### src/rtl/dbgchan_fifo.sv
module dbgchan_fifo #(
  parameter int TX_DEPTH = 8,
  parameter int RX_DEPTH = 8
) (
  input  logic        clk,
  input  logic        rst_n,
  input  logic        bus_sel,
  input  logic        bus_wr,
  input  logic [7:0]  bus_addr,
  input  logic [31:0] bus_wdata,
  output logic [31:0] bus_rdata,
  output logic        probe_tx_valid,
  output logic [31:0] probe_tx_data,
  output logic [3:0]  probe_tx_chan,
  input  logic        probe_tx_pop,
  output logic        probe_rx_ready,
  input  logic        probe_rx_push,
  input  logic [31:0] probe_rx_data,
  input  logic [3:0]  probe_rx_chan,
  output logic        irq
);
  localparam int TAW = (TX_DEPTH > 1) ? $clog2(TX_DEPTH) : 1;
  localparam int RAW = (RX_DEPTH > 1) ? $clog2(RX_DEPTH) : 1;
  localparam logic [TAW:0] TX_FULLC = TX_DEPTH[TAW:0];
  localparam logic [RAW:0] RX_FULLC = RX_DEPTH[RAW:0];

  logic [35:0] tx_mem [TX_DEPTH];
  logic [35:0] rx_mem [RX_DEPTH];
  logic [TAW-1:0] tx_wp, tx_rp;
  logic [RAW-1:0] rx_wp, rx_rp;
  logic [TAW:0] tx_cnt;
  logic [RAW:0] rx_cnt;
  logic [1:0] tx_sel, rx_sel;
  logic ovf;

  logic tx_full, tx_empty, rx_full, rx_empty;
  assign tx_full  = tx_cnt == TX_FULLC;
  assign tx_empty = tx_cnt == '0;
  assign rx_full  = rx_cnt == RX_FULLC;
  assign rx_empty = rx_cnt == '0;

  logic [7:0] tx_off;
  logic tx_hit, tx_wr, tx_push, tx_pop, rx_rd, rx_pop, rx_push;
  assign tx_off  = bus_addr - 8'h20;
  assign tx_hit  = (bus_addr >= 8'h20) && (bus_addr <= 8'h98) && (bus_addr[2:0] == 3'b000);
  assign tx_wr   = bus_sel && bus_wr && tx_hit;
  assign tx_push = tx_wr && !tx_full;
  assign tx_pop  = probe_tx_pop && !tx_empty;
  assign rx_rd   = bus_sel && !bus_wr && (bus_addr == 8'h18);
  assign rx_pop  = rx_rd && !rx_empty;
  assign rx_push = probe_rx_push && !rx_full;

  assign probe_tx_valid = !tx_empty;
  assign probe_tx_data  = tx_mem[tx_rp][31:0];
  assign probe_tx_chan  = tx_mem[tx_rp][35:32];
  assign probe_rx_ready = !rx_full;

  always_ff @(posedge clk) begin
    if (tx_push) tx_mem[tx_wp] <= {tx_off[6:3], bus_wdata};
    if (rx_push) rx_mem[rx_wp] <= {probe_rx_chan, probe_rx_data};
  end

  always_ff @(posedge clk or negedge rst_n) begin
    if (!rst_n) begin
      tx_wp <= '0; tx_rp <= '0; tx_cnt <= '0;
      rx_wp <= '0; rx_rp <= '0; rx_cnt <= '0;
    end else begin
      if (tx_push) tx_wp <= (tx_wp == TAW'(TX_DEPTH - 1)) ? '0 : tx_wp + 1'b1;
      if (tx_pop)  tx_rp <= (tx_rp == TAW'(TX_DEPTH - 1)) ? '0 : tx_rp + 1'b1;
      if (rx_push) rx_wp <= (rx_wp == RAW'(RX_DEPTH - 1)) ? '0 : rx_wp + 1'b1;
      if (rx_pop)  rx_rp <= (rx_rp == RAW'(RX_DEPTH - 1)) ? '0 : rx_rp + 1'b1;
      if (tx_push && !tx_pop) tx_cnt <= tx_cnt + 1'b1;
      else if (tx_pop && !tx_push) tx_cnt <= tx_cnt - 1'b1;
      if (rx_push && !rx_pop) rx_cnt <= rx_cnt + 1'b1;
      else if (rx_pop && !rx_push) rx_cnt <= rx_cnt - 1'b1;
    end
  end

  always_ff @(posedge clk or negedge rst_n) begin
    if (!rst_n) begin
      tx_sel <= 2'd0; rx_sel <= 2'd0; ovf <= 1'b0;
    end else begin
      if (bus_sel && bus_wr && bus_addr == 8'h08) begin
        tx_sel <= bus_wdata[19:18];
        rx_sel <= bus_wdata[17:16];
      end
      if (tx_wr && tx_full) ovf <= 1'b1;
      else if (bus_sel && bus_wr && bus_addr == 8'h00 && bus_wdata[0]) ovf <= 1'b0;
    end
  end

  logic tx_cond, rx_cond;
  always_comb begin
    unique case (tx_sel)
      2'd1:    tx_cond = tx_empty;
      2'd2:    tx_cond = !tx_full;
      2'd3:    tx_cond = (32'(tx_cnt) * 4) <= TX_DEPTH;
      default: tx_cond = 1'b0;
    endcase
    unique case (rx_sel)
      2'd1:    rx_cond = rx_full;
      2'd2:    rx_cond = !rx_empty;
      2'd3:    rx_cond = (32'(rx_cnt) * 4) >= (3 * RX_DEPTH);
      default: rx_cond = 1'b0;
    endcase
  end

  always_ff @(posedge clk or negedge rst_n) begin
    if (!rst_n) irq <= 1'b0;
    else        irq <= tx_cond || rx_cond;
  end

  logic [3:0] rx_head_chan;
  assign rx_head_chan = rx_empty ? 4'd0 : rx_mem[rx_rp][35:32];

  always_comb begin
    bus_rdata = '0;
    if (bus_sel && !bus_wr) begin
      unique case (bus_addr)
        8'h00: bus_rdata = {31'd0, ovf};
        8'h08: bus_rdata = {12'd0, tx_sel, rx_sel, 8'(TX_DEPTH), 8'(RX_DEPTH)};
        8'h10: bus_rdata = {8'(tx_cnt), 8'(rx_cnt), 8'd0, rx_head_chan,
                            rx_empty, rx_full, tx_empty, tx_full};
        8'h18: bus_rdata = rx_empty ? 32'd0 : rx_mem[rx_rp][31:0];
        default: bus_rdata = '0;
      endcase
    end
  end


  ovf_set_chk: assert property (@(posedge clk) disable iff (!rst_n)
    (tx_wr && tx_full) |=> ovf);

  tx_drop_chk: assert property (@(posedge clk) disable iff (!rst_n)
    (tx_wr && tx_full && !probe_tx_pop) |=> $stable(tx_cnt));

  rx_empty_read_chk: assert property (@(posedge clk) disable iff (!rst_n)
    (rx_rd && rx_empty && !probe_rx_push) |=> (rx_cnt == '0));

  rx_pop_chk: assert property (@(posedge clk) disable iff (!rst_n)
    (rx_rd && !rx_empty && !probe_rx_push) |=> (rx_cnt == $past(rx_cnt) - 1'b1));

  tx_empty_irq_chk: assert property (@(posedge clk) disable iff (!rst_n)
    (tx_sel == 2'd1 && tx_cnt == '0) |=> irq);

  rx_full_irq_chk: assert property (@(posedge clk) disable iff (!rst_n)
    (rx_sel == 2'd1 && rx_full) |=> irq);

  rx_ready_chk: assert property (@(posedge clk) disable iff (!rst_n)
    (probe_rx_push && !probe_rx_ready && !rx_rd) |=> $stable(rx_cnt));

  cnt_bound_chk: assert property (@(posedge clk) disable iff (!rst_n)
    (tx_cnt <= TX_FULLC) && (rx_cnt <= RX_FULLC));
endmodule

### config.mk
export PLATFORM = sky130hd
export DESIGN_NAME = dbgchan_fifo
export DESIGN_NICKNAME = d
export VERILOG_FILES = /design/src/rtl/dbgchan_fifo.sv
export SDC_FILE = /design/constraint.sdc
export NUM_CORES = 1
export LEC_CHECK = 0
export BUFFER_PORTS_ARGS = -buffer_cell sky130_fd_sc_hd__buf_2
export CORE_UTILIZATION = 40
export DETAILED_ROUTE_END_ITERATION = 12
export PLACE_DENSITY_LB_ADDON = 0.1
export SLEW_MARGIN = 20
export SYNTH_ARGS = -nofsm -noshare
export SYNTH_HDL_FRONTEND = slang
export SYNTH_SLANG_ARGS = --single-unit
### constraint.sdc
create_clock -name clk -period 14.5 [get_ports clk]
set_clock_uncertainty 0.1 [all_clocks]
set_input_delay 0 -clock clk [delete_from_list [all_inputs] [get_ports clk]]
set_output_delay 0 -clock clk [all_outputs]
set_load 0.05 [all_outputs]
### Yosys cells after proc, flatten, opt, wreduce, memory -nomap -nowiden

Memory sizes are Yosys's and may differ from the RTL's.
Index checks and enable logic that the tools add are counted.

| word-level totals | value |
|---|---|
| word-level logic and storage cells | 95 |
| bits in registers | 26 |
| memories kept | 2 |
| input port bits | 82 |
| memory bits (writable) | 576 |

Memory list:

| name | words | width | read ports | clocked after memory_dff | write ports | line | RTL |
|---|---|---|---|---|---|---|---|
| rx_mem | 8 | 36 | 1 | 0 | 1 | 28 | `logic [35:0] rx_mem [RX_DEPTH];` |
| tx_mem | 8 | 36 | 1 | 0 | 1 | 27 | `logic [35:0] tx_mem [TX_DEPTH];` |

| cells by class | value |
|---|---|
| reductions and logical operators | 35 |
| eq/ne operators | 15 |
| $add $sub $neg | 9 |
| order comparisons | 4 |
| mux-type cells | 20 |

Operator list:

| cell | number |
|---|---|
| $pmux W32 S4 | 1 |
| $mux W32 | 2 |
| $mux W4 | 5 |
| $logic_and A1 B1 Y1 | 18 |
| $eq A8 B5 Y1 const B | 2 |
| $add A3 B1 Y3 const B | 4 |
| $eq A3 B3 Y1 const B | 4 |
| $mux W3 | 4 |
| $logic_not A1 Y1 | 9 |
| $add A4 B1 Y4 const B | 2 |
| $eq A2 B2 Y1 const B | 4 |
| $eq A4 B4 Y1 const B | 2 |
| $eq A8 B4 Y1 const B | 1 |
| $ge A8 B6 Y1 const B | 1 |
| $le A8 B8 Y1 const B | 1 |
| $logic_not A4 Y1 | 2 |
| $logic_not A8 Y1 | 1 |
| $sub A4 B1 Y4 const B | 2 |
| $sub A7 B6 Y7 const B | 1 |
| $ge A6 B5 Y1 const B | 1 |
| $le A6 B4 Y1 const B | 1 |
| $mux W1 | 6 |
| $pmux W1 S3 | 2 |
| $reduce_bool A2 Y1 | 3 |
| other kinds (3) | 4 |

### Longest topological paths before layout

Gate-level depths: netlist of the first run.

| depth | value |
|---|---|
| depth in word-level cells | 9 |
| gate-level depth with buffers | 14 |
| gate-level depth less buffers | 13 |

### Worst setup path after synthesis of the first run

No wires, ideal clock.

| path | value |
|---|---|
| path type | reg2reg |
| from | reg tx_cnt[0] |
| to | mem tx_mem[4][0], enable pin |
| stages on the path, launching flop included | 7 |
| setup slack | 9.052 ns |
| arrival time | 4.816 ns |
| library setup time | 0.532 ns |
| required time | 13.868 ns |
| cell sequence | dfrtp_1 > clkbuf_1 > nor4b_1 > nor2_1 > nand3_2 > buf_6 > nor4b_1 |

| on the way | value |
|---|---|
| cells in the longest elaborated chain, start to end | 5 |

Ends and longest elaborated chain:

| element | line | RTL |
|---|---|---|
| start, declared | 31 | `logic [TAW:0] tx_cnt;` |
| start signal, assigned | 72 | `if (tx_push && !tx_pop) tx_cnt <= tx_cnt + 1'b1;` |
| start signal, assigned | 73 | `else if (tx_pop && !tx_push) tx_cnt <= tx_cnt - 1'b1;` |
| $eq A4 B4 Y1 | 37 | `assign tx_full = tx_cnt == TX_FULLC;` |
| $logic_not A1 Y1 | 47 | `assign tx_push = tx_wr && !tx_full;` |
| $logic_and A1 B1 Y1 | 47 |  |
| $mux W1 | 59 | `if (tx_push) tx_mem[tx_wp] <= {tx_off[6:3], bus_wdata};` |
| $mux W1 (implied by the code) | 59 |  |
| end, declared | 27 |  |

No other way between the ends.

### Final worst setup path of the first run

| path | value |
|---|---|
| from | in bus_addr[5] |
| to | reg rx_cnt[3] |

| on the way | value |
|---|---|
| cells in the longest elaborated chain, start to end | 6 |

Ends and longest elaborated chain:

| element | line | RTL |
|---|---|---|
| start, declared | 9 | `input logic [7:0] bus_addr,` |
| $eq A8 B5 Y1 (*) | 49 | `assign rx_rd = bus_sel && !bus_wr && (bus_addr == 8'h18);` |
| $logic_and A1 B1 Y1 (*) | 49 |  |
| $logic_and A1 B1 Y1 (*) | 50 | `assign rx_pop = rx_rd && !rx_empty;` |
| $logic_not A1 Y1 | 74 | `if (rx_push && !rx_pop) rx_cnt <= rx_cnt + 1'b1;` |
| $logic_and A1 B1 Y1 | 74 |  |
| $mux W4 or $reduce_bool A2 Y1 (tied branches) | n/a |  |
| end signal, assigned | 74 |  |
| end signal, assigned | 75 | `else if (rx_pop && !rx_push) rx_cnt <= rx_cnt - 1'b1;` |
| end, declared | 32 | `logic [RAW:0] rx_cnt;` |

Mark *: on every way between the ends. The rest lies on a longest branch, timed or not.
A chain may end at the register's enable or synchronous reset.

==> impl_metrics.tcl, run 1 <==
set metrics [dict create \
    fmaxAchievable_mhz 281.0 \
    core_mm2 0.05792 \
    die_width_um 244.6 \
    status "complete, no violations" \
    final_layout_size_suffix_gt1_share_pct 35.10 \
    grt_overflow_total 0 \
    cp-startpoint "bus_addr[5]" \
    setup_violations 0 \
    tightestPinTransition_ps 1069 \
    final_cell_mix "sky130_fd_sc_hd__edfxtp_1 (576), sky130_fd_sc_hd__buf_2 (152), sky130_fd_sc_hd__mux4_2 (143)" \
    clk_transition_reported_paths_ps 60 \
    timing_max_transition_violations_final 0 \
    drt-total-wl_mm 51.04 \
    path_delay_family "simple AND/OR/NAND/NOR gates" \
    data_arrival_time_of_the_worst_path_ps 3900 \
    hold_class "in2reg" \
    worst_ir_drop_vdd_mv 0.1596 \
    power_per_cell_area_mw_per_mm2 171.3 \
    cell_chain_of_the_critical_path "dlygate4sd3_1 -> buf_2 -> or3_1 -> nor3_4 -> nand4_4 -> ha_1 -> inv_1 -> ha_1 -> a21o_1 -> a2111oi_0 -> o31ai_1" \
    drcViolationCount 0 \
    initial_core_utilization_pct 40.66 \
    clock_insertion_delay_worst_skew_ps 580 \
    cts.root.buffer_cell "sky130_fd_sc_hd__clkbuf_16" \
    antenna_left 0 \
    final_core_utilization_pct 48.78 \
    async_reset_ff_share_pct 4.319 \
    timing.critical_path.buf_inv 3 \
    timing.max_cap.violations 0 \
    maximum_number_of_pins_on_one_net_before_global_route_repair 69 \
    tritoncts_clock_tree "yes" \
    wl_per_cell_um 23.62 \
    grt_antenna_before_repair 2 \
    netlist-cell-type-count 49 \
    synth.avg_cell_area_um2 22.13 \
    grt_util_all_layers_pct 17.45 \
    regToRegStartpoint "rx_cnt[1]" \
    power.leakage_nw 9.236 \
    ys.warnings.count 0 \
    std_cell_rows 88 \
    fillCellCount 4853 \
    share_of_the_cycle_needed_by_the_critical_path_after_routing_pct 24.54 \
    mappedNetlistNets 1163 \
    hpwl_mm 27.34 \
    path_common_cell "sky130_fd_sc_hd__ha_1" \
    first_global_vias 12180 \
    pre_antenna_drt_iters 4 \
    fp.dieArea_mm2 0.05984 \
    cp.required_ps 14840 \
    worst-path-max-fanout 34 \
    grt_pass1_wl_mm 76.87 \
    maxSlewHeadroom_pct 28.74 \
    numCtsBuffers 66 \
    y_dimension_of_the_die_um 244.6 \
    first_iter_violations 599 \
    number_of_synthesized_register_bits 602 \
    timing_hold_violations_final 0 \
    holdCritStartpoint "bus_addr[2]" \
    numPortBuffers 152 \
    yosysSeqAreaShare_pct 76.22 \
    critical-path-slowest-cell "sky130_fd_sc_hd__nand4_4" \
    synth-edff-count 576 \
    detailroute.via_count 11340 \
    critPathCaptureType "flop" \
    post_synthesis_instance_area_mm2 0.02355 \
    area_delta_synth_final_pct 19.97 \
    critical_path_class "in2reg" \
    boundaryPins 153 \
    worst_setup_path_start_kind "input pin" \
    final_common_cell "sky130_fd_sc_hd__edfxtp_1" \
    nets 1446 \
    htree_levels 3 \
    critical-path-max-stage-delay_ps 610 \
    diodes 0 \
    setup-tns-final_ps 0 \
    cts.sink_count 602 \
    synthesis.instances 1064 \
    vias_per_instance 5.249 \
    synthFlopType "sky130_fd_sc_hd__edfxtp_1" \
    finalWeightedCongestion 0.7090 \
    maximum_buffer_depth_of_the_clock_tree 3 \
    rsz0062_at_grt "false" \
    fin_crit_ps 3559 \
]
==> synth_stat cells, types with 5 or more instances <==
cell type	n	share of area, %
sky130_fd_sc_hd__mux4_2	143	14
sky130_fd_sc_hd__mux2_2	50	2.4
sky130_fd_sc_hd__nor2_1	26	0.41
sky130_fd_sc_hd__o22ai_1	10	0.27
sky130_fd_sc_hd__nor2b_1	5	0.13
sky130_fd_sc_hd__buf_2	25	0.53
sky130_fd_sc_hd__clkbuf_1	17	0.27
sky130_fd_sc_hd__o21ai_0	10	0.21
sky130_fd_sc_hd__a21oi_1	5	0.11
sky130_fd_sc_hd__edfxtp_1	576	73
sky130_fd_sc_hd__nor3_1	15	0.32
sky130_fd_sc_hd__mux2i_1	40	1.7
sky130_fd_sc_hd__dfrtp_1	26	2.8
sky130_fd_sc_hd__nand2_1	22	0.35
sky130_fd_sc_hd__ha_1	15	0.80
sky130_fd_sc_hd__nand2b_1	6	0.16
sky130_fd_sc_hd__inv_1	12	0.19
sky130_fd_sc_hd__a22oi_1	5	0.16
==> power breakdown <==
group / internal (mW) / switching, mW
sequential: 2.06 / 0.104
combinational: 0.425 / 0.667
clock: 0.936 / 0.650
total: 3.42 / 1.42
==> layout make-up <==
cell class	instances	area [µm²]	share of cell area, %
multi-input combinational	400	5410	19.15
inverter	12	45.04	0.1594
clock buffer	80	1768	6.258
tap	765	957.2	3.388
clock inverter	37	274.0	0.9699
sequential	602	17960	63.59
timing repair buffer	265	1832	6.484
==> path summary, 6_finish.rpt <==
check | end | slack, ps | cells after the start
hold / removal | tx_sel[1] | 50 | 5
setup / recovery | rx_cnt[3] | 10940 | 11
min in group asynchronous | rx_cnt[1] | 470 | 4
hold reg to reg | tx_rp[2] | 440 | 1
setup reg to reg | rx_cnt[3] | 11140 | 8
max in group asynchronous | rx_rp[0] | 13650 | 4
==> flip-flops by register name, summed over array words and instances, names as in the netlist <==
| name | flops |
|---|---|
| irq | 1 |
| ovf | 1 |
| rx_cnt | 4 |
| rx_mem | 288 |
| rx_rp | 3 |
| rx_sel | 2 |
| rx_wp | 3 |
| tx_cnt | 4 |
| tx_mem | 288 |
| tx_rp | 3 |
| tx_sel | 2 |
| tx_wp | 3 |
==> cells by family after synthesis <==
group / count (synthesis) / share of synthesized area [%]
buffers and inverters: 62 / 1.233
AO/OA/AOI/OAI: 49 / 1.392
multiplexers: 233 / 17.77
adder cells (fa/ha/maj): 17 / 0.9671
XOR/XNOR: 4 / 0.1488
flip-flops: 602 / 76.22
AND/OR/NAND/NOR: 97 / 2.274
==> stage by stage <==
stage	std cells	setup WS, ps	hold WS, ps	total power, mW	cell area, µm²
global placement	1959	10980	-21.69	3.284	25350
global route	2161	10660	66.40	5.042	28250
detailed placement	1959	10880	-14.33	3.296	25350
floorplan	1064	9052	-395.6	2.993	23550
finish	2161	10940	50.14	4.840	28250
CTS	2161	10810	26.52	4.912	28250
==> worst min-delay path: stages <==
cell and delay, ps:
sky130_fd_sc_hd__buf_2 80, sky130_fd_sc_hd__or4b_4 200, sky130_fd_sc_hd__nor2_4 50, sky130_fd_sc_hd__nand3_1 170, sky130_fd_sc_hd__mux2_2 180
==> per-layer routing <==
metal  up-vias  global-route usage, %  part of all wire, %
met5         -                      0                0.045
met4         4                  4.577                  1.8
met3        68                  4.199                  4.8
met2       220                  28.61                   49
met1      6025                  23.38                   45
li1       5027                      -                    -
==> repair_timing <==
item                                    in CTS  in global routing
endpoints found under the setup margin       0                  0
hold buffers                                85                  0
buffers inserted                             0                  0
gates resized for setup                      0                  0
hold endpoints to repair                   613                  0
Power figures use the tool's default switching activity.
==> run 2, diff against run 1 <==
==> constraint.sdc (replaced) <==
create_clock -name clk -period 2.9 [get_ports clk]
set_clock_uncertainty 0.1 [all_clocks]
set_input_delay 0 -clock clk [delete_from_list [all_inputs] [get_ports clk]]
set_output_delay 0 -clock clk [all_outputs]
set_load 0.05 [all_outputs]
==> run 2 against run 1 <==
Against the previous run:
- flip-flop and latch count is the same
- count of clock-buffer cells in the layout rose by 5
- worst hold slack improved by 45 ps
- sequential power grew to 5.0 times the previous value
- worst setup slack got worse by 11000 ps
- die area is the same
- routed wire length up 1.1%
- register-to-register slack lost 11000 ps
- critical endpoint unchanged
- highest routed layer unchanged
==> impl_metrics.tcl, run 2 (same netlist as run 1, synthesis figures left out) <==
set metrics [dict create \
    clock_insertion_delay_worst_skew_ps 580 \
    cell_chain_of_the_critical_path "or4_1 -> nand4_4 -> ha_1 -> inv_1 -> ha_1 -> a21o_1 -> a2111oi_0 -> o31ai_1" \
    worst-path-max-fanout 8 \
    initial_core_utilization_pct 40.66 \
    setup_violations 0 \
    core_mm2 0.05792 \
    critical_path_class "reg2reg" \
    final_layout_size_suffix_gt1_share_pct 37.37 \
    timing_hold_violations_final 0 \
    boundaryPins 153 \
    final.setup.worst_slack_ps 88.18 \
    detailroute.via_count 11490 \
    timing_max_transition_violations_final 0 \
    grt_pass1_wl_mm 78.43 \
    fp.dieArea_mm2 0.05984 \
    power.leakage_nw 9.510 \
    htree_levels 3 \
    critPathCaptureType "flop" \
    maxSlewHeadroom_pct 37.09 \
    grt_util_all_layers_pct 17.73 \
    numCtsBuffers 66 \
    first_iter_violations 794 \
    maximum_number_of_pins_on_one_net_before_global_route_repair 39 \
    rsz0062_at_grt "true" \
    drt-total-wl_mm 51.59 \
    vias_per_instance 5.233 \
    finalWeightedCongestion 0.7399 \
    wl_per_cell_um 23.50 \
    data_arrival_time_of_the_worst_path_ps 3160 \
    final_cell_mix "sky130_fd_sc_hd__edfxtp_1 (576), sky130_fd_sc_hd__buf_2 (152), sky130_fd_sc_hd__mux4_2 (143)" \
    worst_ir_drop_vdd_mv 0.7159 \
    antenna_left 0 \
    critical-path-max-stage-delay_ps 610 \
    hold_class "in2reg" \
    grt_antenna_before_repair 4 \
    status "complete, no violations" \
    final_common_cell "sky130_fd_sc_hd__edfxtp_1" \
    die_width_um 244.6 \
    path_common_cell "sky130_fd_sc_hd__ha_1" \
    detailedPlace.worstSlack_ps 86.79 \
    area_delta_synth_final_pct 22.52 \
    share_of_the_cycle_needed_by_the_critical_path_after_routing_pct 96.96 \
    fin_crit_ps 2812 \
    nets 1478 \
    biggestRegsByFlops "rx_mem x288, tx_mem x288" \
    hpwl_mm 29.51 \
    setup-tns-final_ps 0 \
    y_dimension_of_the_die_um 244.6 \
    drcViolationCount 0 \
    tightestPinTransition_ps 941.4 \
    cp.required_ps 3250 \
    timing.max_cap.violations 0 \
    grt_overflow_total 0 \
    cts.sink_count 602 \
    critical-path-slowest-cell "sky130_fd_sc_hd__or4_1" \
    maximum_buffer_depth_of_the_clock_tree 3 \
    first_global_vias 12340 \
    std_cell_rows 88 \
    clk_transition_reported_paths_ps 60 \
    pre_antenna_drt_iters 5 \
    tritoncts_clock_tree "yes" \
    cts.root.buffer_cell "sky130_fd_sc_hd__clkbuf_16" \
    power_per_cell_area_mw_per_mm2 852.1 \
    numPortBuffers 152 \
    fmaxAchievable_mhz 355.6 \
    worst_setup_path_start_kind "flop" \
]
-- run 2: changes by cell type in the layout (fill, tap and decap cells not counted), sizes merged --
cell	delta
bufinv	-1
buf	+37
diode	+1
clkbuf	+5
clkinv	-3
dlygate4sd3	-5
-- run 2: critical path, delay by kind of cell (launching register included) --
kind	cells	cell delay, ps
simple gates	2	770
compound gates	3	740
fa+ha+maj	2	500
flops	1	480
buf+inv	1	80
-- run 2: cell type report --
type,instances,area [µm²]
inverters,12,45.04
well taps,765,957.2
fillers,4800,29070
clock buffers,85,1797
repair buffers,297,2344
flip-flops and latches,602,17970
multi-input cells,400,5500
diodes,1,2.502
clock inverters,33,237.7
-- run 2: worst paths after layout --
path | startpoint | to | slack, ps | cells past startpoint
max in group asynchronous | rst_n | tx_rp[1] | 2130 | 4
worst min-delay path | bus_wr | tx_sel[1] | 90 | 5
worst max-delay path | rx_cnt[2] | rx_cnt[3] | 90 | 8
worst max register to register | rx_cnt[2] | rx_cnt[3] | 90 | 8
min in group asynchronous | rst_n | irq | 360 | 4
worst min register to register | rx_wp[0] | rx_wp[0] | 460 | 2
-- run 2: layer usage --
metal | track usage, % | share of wire (%) | routed length, µm
met3 | 3.674 | 4.2 | 2143
met5 | 0 | 0.060 | 31
met2 | 29.35 | 49 | 25430
met1 | 23.99 | 45 | 23090
met4 | 4.375 | 1.7 | 896
-- run 2: through the flow --
step / instance area (µm²) / hold WS (ps) / utilization [%] / total power, mW / cells
2_1_floorplan: 23650 / -395.6 / - / 15.01 / 1064
3_3_place_gp: 25880 / -20.16 / 44.69 / 16.78 / 1992
3_5_place_dp: 25880 / -27.91 / 44.69 / 16.83 / 1992
4_1_cts: 28780 / 61.83 / 49.69 / 24.91 / 2192
5_1_grt: 28850 / 96.63 / 49.81 / 25.61 / 2195
6_report: 28850 / 94.93 / 49.81 / 24.58 / 2195
-- run 2: timing repair --
action,in CTS,in global routing
resized for setup,1,6
endpoints found under the setup margin,19,5
gates cloned,0,0
hold buffers,80,0
buffers inserted,2,1
hold endpoints to repair,614,0
-- run 2: power breakdown --
part | leakage, nW | switching, mW | internal (mW) | total (mW)
Clock | 0.994 | 3.25 | 4.64 | 7.88
Combinational | 2.99 | 3.52 | 2.41 | 5.92
Sequential | 5.52 | 0.481 | 10.3 | 10.8
